$ cat config.mk
export PLATFORM = sky130hd
export DESIGN_NAME = prio_resolver
export DESIGN_NICKNAME = d
export VERILOG_FILES = /design/src/rtl/prio_pkg.sv /design/src/rtl/prio_ctrl.sv /design/src/rtl/prio_dp.sv /design/src/rtl/prio_resolver.sv
export SDC_FILE = /design/constraint.sdc
export NUM_CORES = 1
export LEC_CHECK = 0
export BUFFER_PORTS_ARGS = -buffer_cell sky130_fd_sc_hd__buf_2
export CAP_MARGIN = 20
export CORE_MARGIN = 10
export CORE_UTILIZATION = 40
export DETAILED_ROUTE_END_ITERATION = 16
export HOLD_SLACK_MARGIN = 0.05
export MAX_ROUTING_LAYER = met4
export SLEW_MARGIN = 20
export SYNTH_ARGS = -nofsm -noshare
export SYNTH_HDL_FRONTEND = slang
export SYNTH_SLANG_ARGS = --single-unit
export TNS_END_PERCENT = 50
$ cat constraint.sdc
create_clock -name clk -period 5.5 [get_ports clk]
set_clock_uncertainty 0.15 [all_clocks]
set_input_delay 1.1 -clock clk [delete_from_list [all_inputs] [get_ports clk]]
set_output_delay 1.1 -clock clk [all_outputs]
set_load 0.01 [all_outputs]
$ cat src/rtl/prio_pkg.sv
package prio_pkg;
  localparam int LINE_W = 3;
  localparam int LINES  = 1 << LINE_W;
  localparam int LVL_W  = LINE_W + 1;

  // strobes from control to datapath for one acknowledge
  typedef struct packed {
    logic              take;    // acknowledge accepted this cycle
    logic              setIsr;  // mark line in service
    logic              rotate;  // move rotation offset past line
    logic [LINE_W-1:0] line;    // acknowledged line
  } ackCmd_t;
endpackage

$ cat src/rtl/prio_ctrl.sv
module prio_ctrl
  import prio_pkg::*;
#(
  parameter int CASCADE_LINE = 2
) (
  input  logic              clk,
  input  logic              rst,
  input  logic [LINES-1:0]  irr,
  input  logic [LINES-1:0]  isr,
  input  logic [LINES-1:0]  imr,
  input  logic [LINE_W-1:0] rotOff,
  input  logic              autoEoi,
  input  logic              rotateAeoi,
  input  logic              specialMask,
  input  logic              nestedMode,
  input  logic              isMaster,
  input  logic              ackIn,
  output logic              intOut,
  output logic [LINE_W-1:0] winLine,
  output ackCmd_t           cmd
);
  // lowest level present in a set under the current rotation; LINES = none
  function automatic logic [LVL_W-1:0] scanLevel(input logic [LINES-1:0] set,
                                                 input logic [LINE_W-1:0] rot);
    logic [LVL_W-1:0] lvl;
    lvl = LVL_W'(LINES);
    for (int k = LINES - 1; k >= 0; k--) begin
      if (set[LINE_W'(k) + rot]) lvl = LVL_W'(k);
    end
    return lvl;
  endfunction

  logic [LINES-1:0] pending;
  logic [LINES-1:0] svcSet;
  logic [LVL_W-1:0] reqLvl;
  logic [LVL_W-1:0] curLvl;

  always_comb begin
    pending = irr & ~imr;
    svcSet  = isr;
    if (specialMask) svcSet = svcSet & ~imr;
    if (nestedMode && isMaster) svcSet[CASCADE_LINE] = 1'b0;
    reqLvl  = scanLevel(pending, rotOff);
    curLvl  = scanLevel(svcSet, rotOff);
    intOut  = (reqLvl < curLvl);
    winLine = intOut ? (reqLvl[LINE_W-1:0] + rotOff) : '0;
  end

  always_comb begin
    cmd.take   = ackIn && intOut;
    cmd.setIsr = ackIn && intOut && !autoEoi;
    cmd.rotate = ackIn && intOut && autoEoi && rotateAeoi;
    cmd.line   = winLine;
  end

  // winner must really be pending and unmasked
  assert_win_pending_R5: assert property (@(posedge clk) disable iff (rst)
    intOut |-> (irr[winLine] && !imr[winLine]));

  // with plain nesting a line already in service can never win again
  assert_strict_R6: assert property (@(posedge clk) disable iff (rst)
    (intOut && !specialMask && !(nestedMode && isMaster)) |-> !isr[winLine]);

  // empty pending set never raises the output
  assert_empty_R4: assert property (@(posedge clk) disable iff (rst)
    ((irr & ~imr) == '0) |-> !intOut);
endmodule

$ cat src/rtl/prio_dp.sv
module prio_dp
  import prio_pkg::*;
(
  input  logic              clk,
  input  logic              rst,
  input  logic [LINES-1:0]  reqIn,
  input  logic [LINES-1:0]  trigLevel,
  input  logic              maskWr,
  input  logic [LINES-1:0]  maskVal,
  input  ackCmd_t           cmd,
  output logic [LINES-1:0]  irr,
  output logic [LINES-1:0]  isr,
  output logic [LINES-1:0]  imr,
  output logic [LINE_W-1:0] rotOff
);
  logic [LINES-1:0] prevLvl;

  for (genvar i = 0; i < LINES; i++) begin : g_line
    always_ff @(posedge clk) begin
      if (rst) begin
        irr[i] <= 1'b0;
      end else if (trigLevel[i]) begin
        irr[i] <= reqIn[i];
      end else if (reqIn[i] && !prevLvl[i]) begin
        irr[i] <= 1'b1;
      end else if (cmd.take && cmd.line == LINE_W'(i)) begin
        irr[i] <= 1'b0;
      end
    end
  end

  always_ff @(posedge clk) begin
    if (rst) begin
      prevLvl <= '0;
      isr     <= '0;
      imr     <= '0;
      rotOff  <= '0;
    end else begin
      prevLvl <= reqIn;
      if (maskWr) imr <= maskVal;
      if (cmd.setIsr) isr[cmd.line] <= 1'b1;
      if (cmd.rotate) rotOff <= cmd.line + LINE_W'(1);
    end
  end

  assert_reset_R1: assert property (@(posedge clk)
    rst |=> (irr == '0 && isr == '0 && imr == '0 && rotOff == '0));

  assert_level_R3: assert property (@(posedge clk) disable iff (rst)
    !$past(rst) |-> (((irr ^ $past(reqIn)) & $past(trigLevel)) == '0));

  assert_edge_R2: assert property (@(posedge clk) disable iff (rst)
    !$past(rst) |-> (($past(reqIn & ~prevLvl & ~trigLevel) & ~irr) == '0));

  assert_isr_R7: assert property (@(posedge clk) disable iff (rst)
    cmd.setIsr |=> isr[$past(cmd.line)]);

  assert_rotate_R8: assert property (@(posedge clk) disable iff (rst)
    cmd.rotate |=> (rotOff == $past(cmd.line) + LINE_W'(1)));
endmodule

$ cat src/rtl/prio_resolver.sv
module prio_resolver
  import prio_pkg::*;
#(
  parameter int CASCADE_LINE = 2
) (
  input  logic              clk,
  input  logic              rst,
  input  logic [LINES-1:0]  reqIn,
  input  logic [LINES-1:0]  trigLevel,
  input  logic              maskWr,
  input  logic [LINES-1:0]  maskVal,
  input  logic              autoEoi,
  input  logic              rotateAeoi,
  input  logic              specialMask,
  input  logic              nestedMode,
  input  logic              isMaster,
  input  logic              ackIn,
  output logic              intOut,
  output logic [LINE_W-1:0] winLine
);
  logic [LINES-1:0]  irr, isr, imr;
  logic [LINE_W-1:0] rotOff;
  ackCmd_t           cmd;

  prio_ctrl #(.CASCADE_LINE(CASCADE_LINE)) u_ctrl (
    .clk(clk), .rst(rst), .irr(irr), .isr(isr), .imr(imr), .rotOff(rotOff),
    .autoEoi(autoEoi), .rotateAeoi(rotateAeoi), .specialMask(specialMask),
    .nestedMode(nestedMode), .isMaster(isMaster), .ackIn(ackIn),
    .intOut(intOut), .winLine(winLine), .cmd(cmd)
  );

  prio_dp u_dp (
    .clk(clk), .rst(rst), .reqIn(reqIn), .trigLevel(trigLevel),
    .maskWr(maskWr), .maskVal(maskVal), .cmd(cmd),
    .irr(irr), .isr(isr), .imr(imr), .rotOff(rotOff)
  );

  // acknowledge with nothing signalled leaves service state alone
  assert_noack_R11: assert property (@(posedge clk) disable iff (rst)
    (ackIn && !intOut) |=> ($stable(isr) && $stable(rotOff)));
endmodule

==> impl_metrics.toml, run 1 <==
[worst_hold_path]
hp-class = "reg -> reg"
holdPathStages = 1
min_to = "u_dp.isr[4]$_SDFFE_PP0P_"
min-delay-start = "u_dp.isr[4]$_SDFFE_PP0P_"

[placement]
dpl.hpwl_um = 5400
place_area_um2 = 2980
place_congestion = 0.822
place_inst = 405
portBuffers = 36

[floorplan]
start_util_pct = 40.9
die_h_um = 103
dieArea_um2 = 10600
die_w_um = 103
fp.coreArea_um2 = 6720
io_pins = 37
row_count = 30

[job]
max-cap-violations = 0

[layout]
nFillCells = 660
area_delta_synth_final_pct = 12.5
final_area_um2 = 3090
drive_gt1_share_pct = 24.6
finalNonFillerCells = 413
antenna_cells = 0
layout.nets = 376

[detailed_routing]
drcViolationCount = 0
drtPass1Iterations = 4
via_count = 2242
wl_per_cell_um = 15.9
ant_nets = 0
drtIter0Drc = 74
routed_via_density = 5.43
routed_wirelength_um = 6570

[sta]
hold_slack_ns = 0.324
period_share_pct = 95.2
slew_viol_final = 0
worst_pin_slew_ns = 0.545
max-slew-margin-rel_pct = 63.7
grt_setup_unrepaired = "false"
hold_viol = 0
setup-tns-final_ns = 0
setup_violations = 0
period_needed_ns = 5.24
max_freq_ghz = 0.191

[clocking]
clock_sinks = 35
post_cts_buffers = 0
clk_latency_ns = 0.29
clk_pin_slew_worst_paths_ns = 0.07
hold_buffers = 0
cts-buffers-inserted = 5
htreeDepth = 2
max-clock-path-buffers = 2
cts_tree = "built"
cts_root_buffer = "clkbuf_8"
cts_resized = 0

[critical_path]
worstPathCellList = "buf_2 > a21boi_0 > mux4_2 > nor2b_1 > a211oi_1 > nand3_1 > ha_1 > a21oi_1 > and3b_1 > o211ai_2 > and2_1 > nor2_1 > buf_2"
critPathTopFamily = "simple AND/OR/NAND/NOR gates"
reg2reg_depth = 17
slowest_stage = "mux4_2"
critical_path.max_fanout = 8
start_kind = "primary input"
r2r-end = "u_dp.irr[7]$_SDFFE_PP0P_"
reg2reg_slack_ns = 1.10
required_ns = 4.25
cp_common_cell = "buf_2"
criticalPathCategory = "in -> out"
crit_buf_inv = 2
critPathMaxStageDelay_ns = 0.52
arrival_ns = 3.99
end_kind = "primary output"
rr_startpoint = "u_dp.rotOff[1]$_SDFFE_PP0P_"

[synth]
synth_top_family_by_area = "compound AO/OA/AOI/OAI gates"
synthSimpleGateAreaFrac_pct = 19.2
synth_fa_ha_area_share_pct = 5.28
yosysSeqAreaShare_pct = 25.5
synthFlopType = "dfxtp_1"
yosysWarningCount = 0
syn_area_per_cell_um2 = 9.19
synthMuxAreaShare_pct = 20.0
ys_async_sr_fraction_pct = 0
synth_xor_area_share_pct = 2.87
synth_edf_count = 0
synth_cell_types = 60
synth_top_area_share_pct = 25.5
synth_seq_cells = 35
synth_area_um2 = 2750
synth_nets = 343
synthTopCellsByArea = "dfxtp_1 (26%), mux4_2 (9.8%), mux2i_1 (7.7%), ha_1 (4.6%), nor2_1 (3.6%)"
synth_compound_area_share_pct = 20.7
synth_top_area_cell = "dfxtp_1"
postSynthCellCount = 299

[global_route]
grt_max_degree = 32
grt_pass1_vias = 2322
grt.total_usage_pct = 13.8
antenna_found_initial = 0
grt.overflow.total = 0
grt_first_pass_wirelength_um = 11300

[power_and_ir_drop]
powerDensity_nw_per_um2 = 640
ir_drop_uv = 621
p_leak_nw = 1.28

[outcome]
status = "finished clean"
## where the power goes
group | total (W) | switching [W] | internal (W) | leakage [nW]
clock | 0.000235 | 0.0000984 | 0.000136 | 0.0548
sequential | 0.000314 | 0.0000267 | 0.000287 | 0.289
combinational | 0.00143 | 0.000844 | 0.000584 | 0.933
total | 0.00198 | 0.000969 | 0.00101 | 1.28
## flip-flops by register name, summed over array words and instances (netlist names)
name and count:
u_dp.imr 8, u_dp.rotOff 3, u_dp.isr 8, u_dp.irr 8, u_dp.prevLvl 8
## cell usage after synthesis (all sizes together) (2+ instances only)
master	instances
buf	8
mux4	12
a21oi	10
nor3	2
o211a	3
nand3b	2
o211ai	4
xnor2	3
a211oi	9
mux2	5
xor2	3
nand2	17
dfxtp	35
mux2i	22
a221oi	2
inv	21
nor4bb	2
a22oi	2
or3	2
nor4	3
nand2b	14
o21ai	19
ha	10
nor2	26
o21a	7
clkbuf	8
a22o	4
nor2b	11
and3b	2
nand3	5
a21boi	11
## kinds of logic after synthesis
logic type,after synthesis
flip-flops,35
AND/OR/NAND/NOR,93
AO/OA/AOI/OAI,78
adder cells (fa/ha/maj),11
buffers and inverters,37
XOR/XNOR,6
multiplexers,39
## cells in the final DEF (no fill, tap or decap), types with 9 or more instances in the layout
cell      netlist  routed
a21oi_1         9       9
nor2_1         26      26
o21ai_0        14      14
mux2i_1        21      21
nand2b_1       14      14
nand2_1        17      17
mux4_2         12      12
inv_1          17      17
nor2b_1        11      11
dfxtp_1        35      35
buf_2           2      36
ha_1           10      10
## worst max path at each step
| stage | start | cells after the start | end |
|---|---|---|---|
| 2_1_floorplan | specialMask | 12 | winLine[2] |
| 3_3_place_gp | specialMask | 13 | winLine[1] |
| 3_5_place_dp | specialMask | 13 | winLine[1] |
| 4_1_cts | specialMask | 13 | winLine[1] |
| 5_1_grt | specialMask | 13 | winLine[1] |
| 6_report | specialMask | 13 | winLine[1] |
## per-stage QoR
step           setup WS, ns  utilization (%)  total power, W
3_3_place_gp          0.382             44.3         0.00173
6_report              0.264             46.0         0.00198
5_1_grt             0.00883             46.0         0.00216
4_1_cts               0.279             46.0         0.00199
2_1_floorplan         0.707                -         0.00144
3_5_place_dp          0.303             44.3         0.00173
## per-layer routing
layer / GRT usage, % / wire [µm]
met5: - / 0
met3: 2.82 / 243
met1: 17.6 / 3230
met4: 2.78 / 63
met2: 22.1 / 3030
## layout make-up
cell class / count / area [µm²] / area share [%]
Clock buffer: 5 / 68.8 / 2.23
Multi-Input combinational cell: 227 / 1870 / 60.5
Tap cell: 80 / 100 / 3.24
Sequential cell: 35 / 701 / 22.7
Timing Repair Buffer: 42 / 225 / 7.29
Inverter: 21 / 78.8 / 2.55
Clock inverter: 3 / 46.3 / 1.50
(Power assumes the default switching activity.)
==> run 2, diff against run 1 <==
- clock period: 5.5 -> 4.55 ns (I/O delays scaled with it)
==> run 2 against run 1 <==
Effect of this change:
- non-clock buffer count up 33
- die area unchanged
- flip-flop and latch count did not move
- global-route usage is 0.43 points higher
- core utilization rose by 8.9 points
- power up 61%
- cell count is 8.0% higher
- first-iteration DRC count up 50%
- worst hold slack better by 0.012 ns
- sequential share of layout area shrank 3.4 points
==> impl_metrics.toml, run 2 (same netlist as run 1, synthesis figures left out) <==
[placement]
place_inst = 424
place_congestion = 0.934
portBuffers = 36
dpl.hpwl_um = 5590

[critical_path]
criticalPathCategory = "in -> out"
critical_path.max_fanout = 11
start_kind = "primary input"
arrival_ns = 3.46
required_ns = 3.49
end_kind = "primary output"

[clocking]
hold_buffers = 0
htreeDepth = 2
clk_latency_ns = 0.28
max-clock-path-buffers = 2
cts_tree = "built"
clk_pin_slew_worst_paths_ns = 0.06
clock_sinks = 35
cts_root_buffer = "clkbuf_8"
cts-buffers-inserted = 5

[layout]
nFillCells = 611
area_delta_synth_final_pct = 34.4
mostFrequentLayoutCells = "buf_2 (34), buf_4 (34), dfxtp_1 (32)"
antenna_cells = 0
drive_gt1_share_pct = 41.3
finalNonFillerCells = 446
layout.nets = 409

[power_and_ir_drop]
p_leak_nw = 1.52
comb_power_share_pct = 78.6
ir_drop_uv = 1130
powerDensity_nw_per_um2 = 862
p_total_w = 0.00318
p_clk_share_pct = 8.9
seq_power_share_pct = 12.5
p_sw_share_pct = 43.8
intPower_w = 0.00179
p_sw_w = 0.00139

[detailed_routing]
drtIter0Drc = 111
wl_per_cell_um = 16.8
drtPass1Iterations = 4
via_count = 2447
routed_via_density = 5.49
ant_nets = 0
routed_wirelength_um = 7490
drcViolationCount = 0

[global_route]
grt_pass1_vias = 2422
grt_first_pass_wirelength_um = 11600
grt_max_degree = 32
grt.total_usage_pct = 14.2
antenna_found_initial = 0
grt.overflow.total = 0

[floorplan]
fp.coreArea_um2 = 6720
start_util_pct = 40.9
io_pins = 37
die_w_um = 103
row_count = 30
die_h_um = 103
dieArea_um2 = 10600

[sta]
worst_pin_slew_ns = 0.555
max_freq_ghz = 0.221
max-slew-margin-rel_pct = 63.0
hold_slack_ns = 0.336
grt_setup_unrepaired = "true"
slew_viol_final = 0
setup-tns-final_ns = 0
period_share_pct = 99.2
period_needed_ns = 4.52
setup_violations = 0
hold_viol = 0

[worst_hold_path]
hp-class = "reg -> reg"

[job]
max-cap-violations = 0

[outcome]
status = "finished clean"
## run 2: area by class of cell
type / instances / area, µm² / share of cell area, %
multi-input cells: 227 / 2130 / 57.9
flip-flops and latches: 35 / 709 / 19.2
repair buffers: 75 / 543 / 14.7
well taps: 80 / 100 / 2.71
inverters: 21 / 85.1 / 2.31
clock buffers: 6 / 82.6 / 2.24
clock inverters: 2 / 35.0 / 0.949
## run 2: critical path, cell delays in order
cell      delay (ns)
buf_12          0.11
a21boi_1        0.09
mux2i_1         0.28
mux2i_1         0.21
mux2i_1         0.28
and4_1          0.27
nand3_1         0.09
ha_1            0.32
a21oi_2         0.17
and3b_1         0.19
o211ai_2        0.10
buf_6           0.16
a21boi_2        0.12
buf_2           0.14
## run 2: path summary, 6_finish.rpt
kind              slack [ns]                         from  cells after the start                     endpoint
setup / recovery        0.03                  specialMask                     14                   winLine[2]
hold / removal          0.34   u_dp.prevLvl[1]$_SDFF_PP0_                      3     u_dp.irr[1]$_SDFFE_PP0P_
setup reg to reg        0.51  u_dp.rotOff[0]$_SDFFE_PP0P_                     20  u_dp.rotOff[1]$_SDFFE_PP0P_
hold reg to reg         0.34   u_dp.prevLvl[1]$_SDFF_PP0_                      3     u_dp.irr[1]$_SDFFE_PP0P_
## run 2: power by group through the flow
stage               logic, W  clock network (W)  registers, W
floorplan            0.00137                  0      0.000373
global placement     0.00197                  0      0.000388
detailed placement   0.00198                  0      0.000389
CTS                  0.00211           0.000290      0.000386
global route         0.00274           0.000304      0.000400
finish               0.00250           0.000283      0.000396
## run 2: metrics by stage
stage | utilization, % | cell area (µm²) | setup WS (ns)
6_report | 54.9 | 3690 | 0.0349
5_1_grt | 54.9 | 3690 | -0.101
4_1_cts | 50.1 | 3370 | 0.00460
3_5_place_dp | 46.4 | 3120 | -0.199
3_3_place_gp | 46.4 | 3120 | -0.110
2_1_floorplan | - | 2750 | 0.124
## run 2: layer usage
| layer | vias up | GRT usage [%] | part of all wire, % |
|---|---|---|---|
| met1 | 1173 | 17.7 | 46 |
| met4 | 0 | 2.99 | 1.1 |
| met3 | 8 | 2.35 | 2.9 |
| met2 | 47 | 23.6 | 50 |
| li1 | 1219 | - | - |
| met5 | - | - | 0 |
## run 2: timing repair
action,4_1_cts,5_1_grt
setup buffers,5,9
cloned,0,1
pin swaps,4,13
endpoints found under the setup margin,4,4
hold endpoints to repair,0,0
resized for setup,30,48
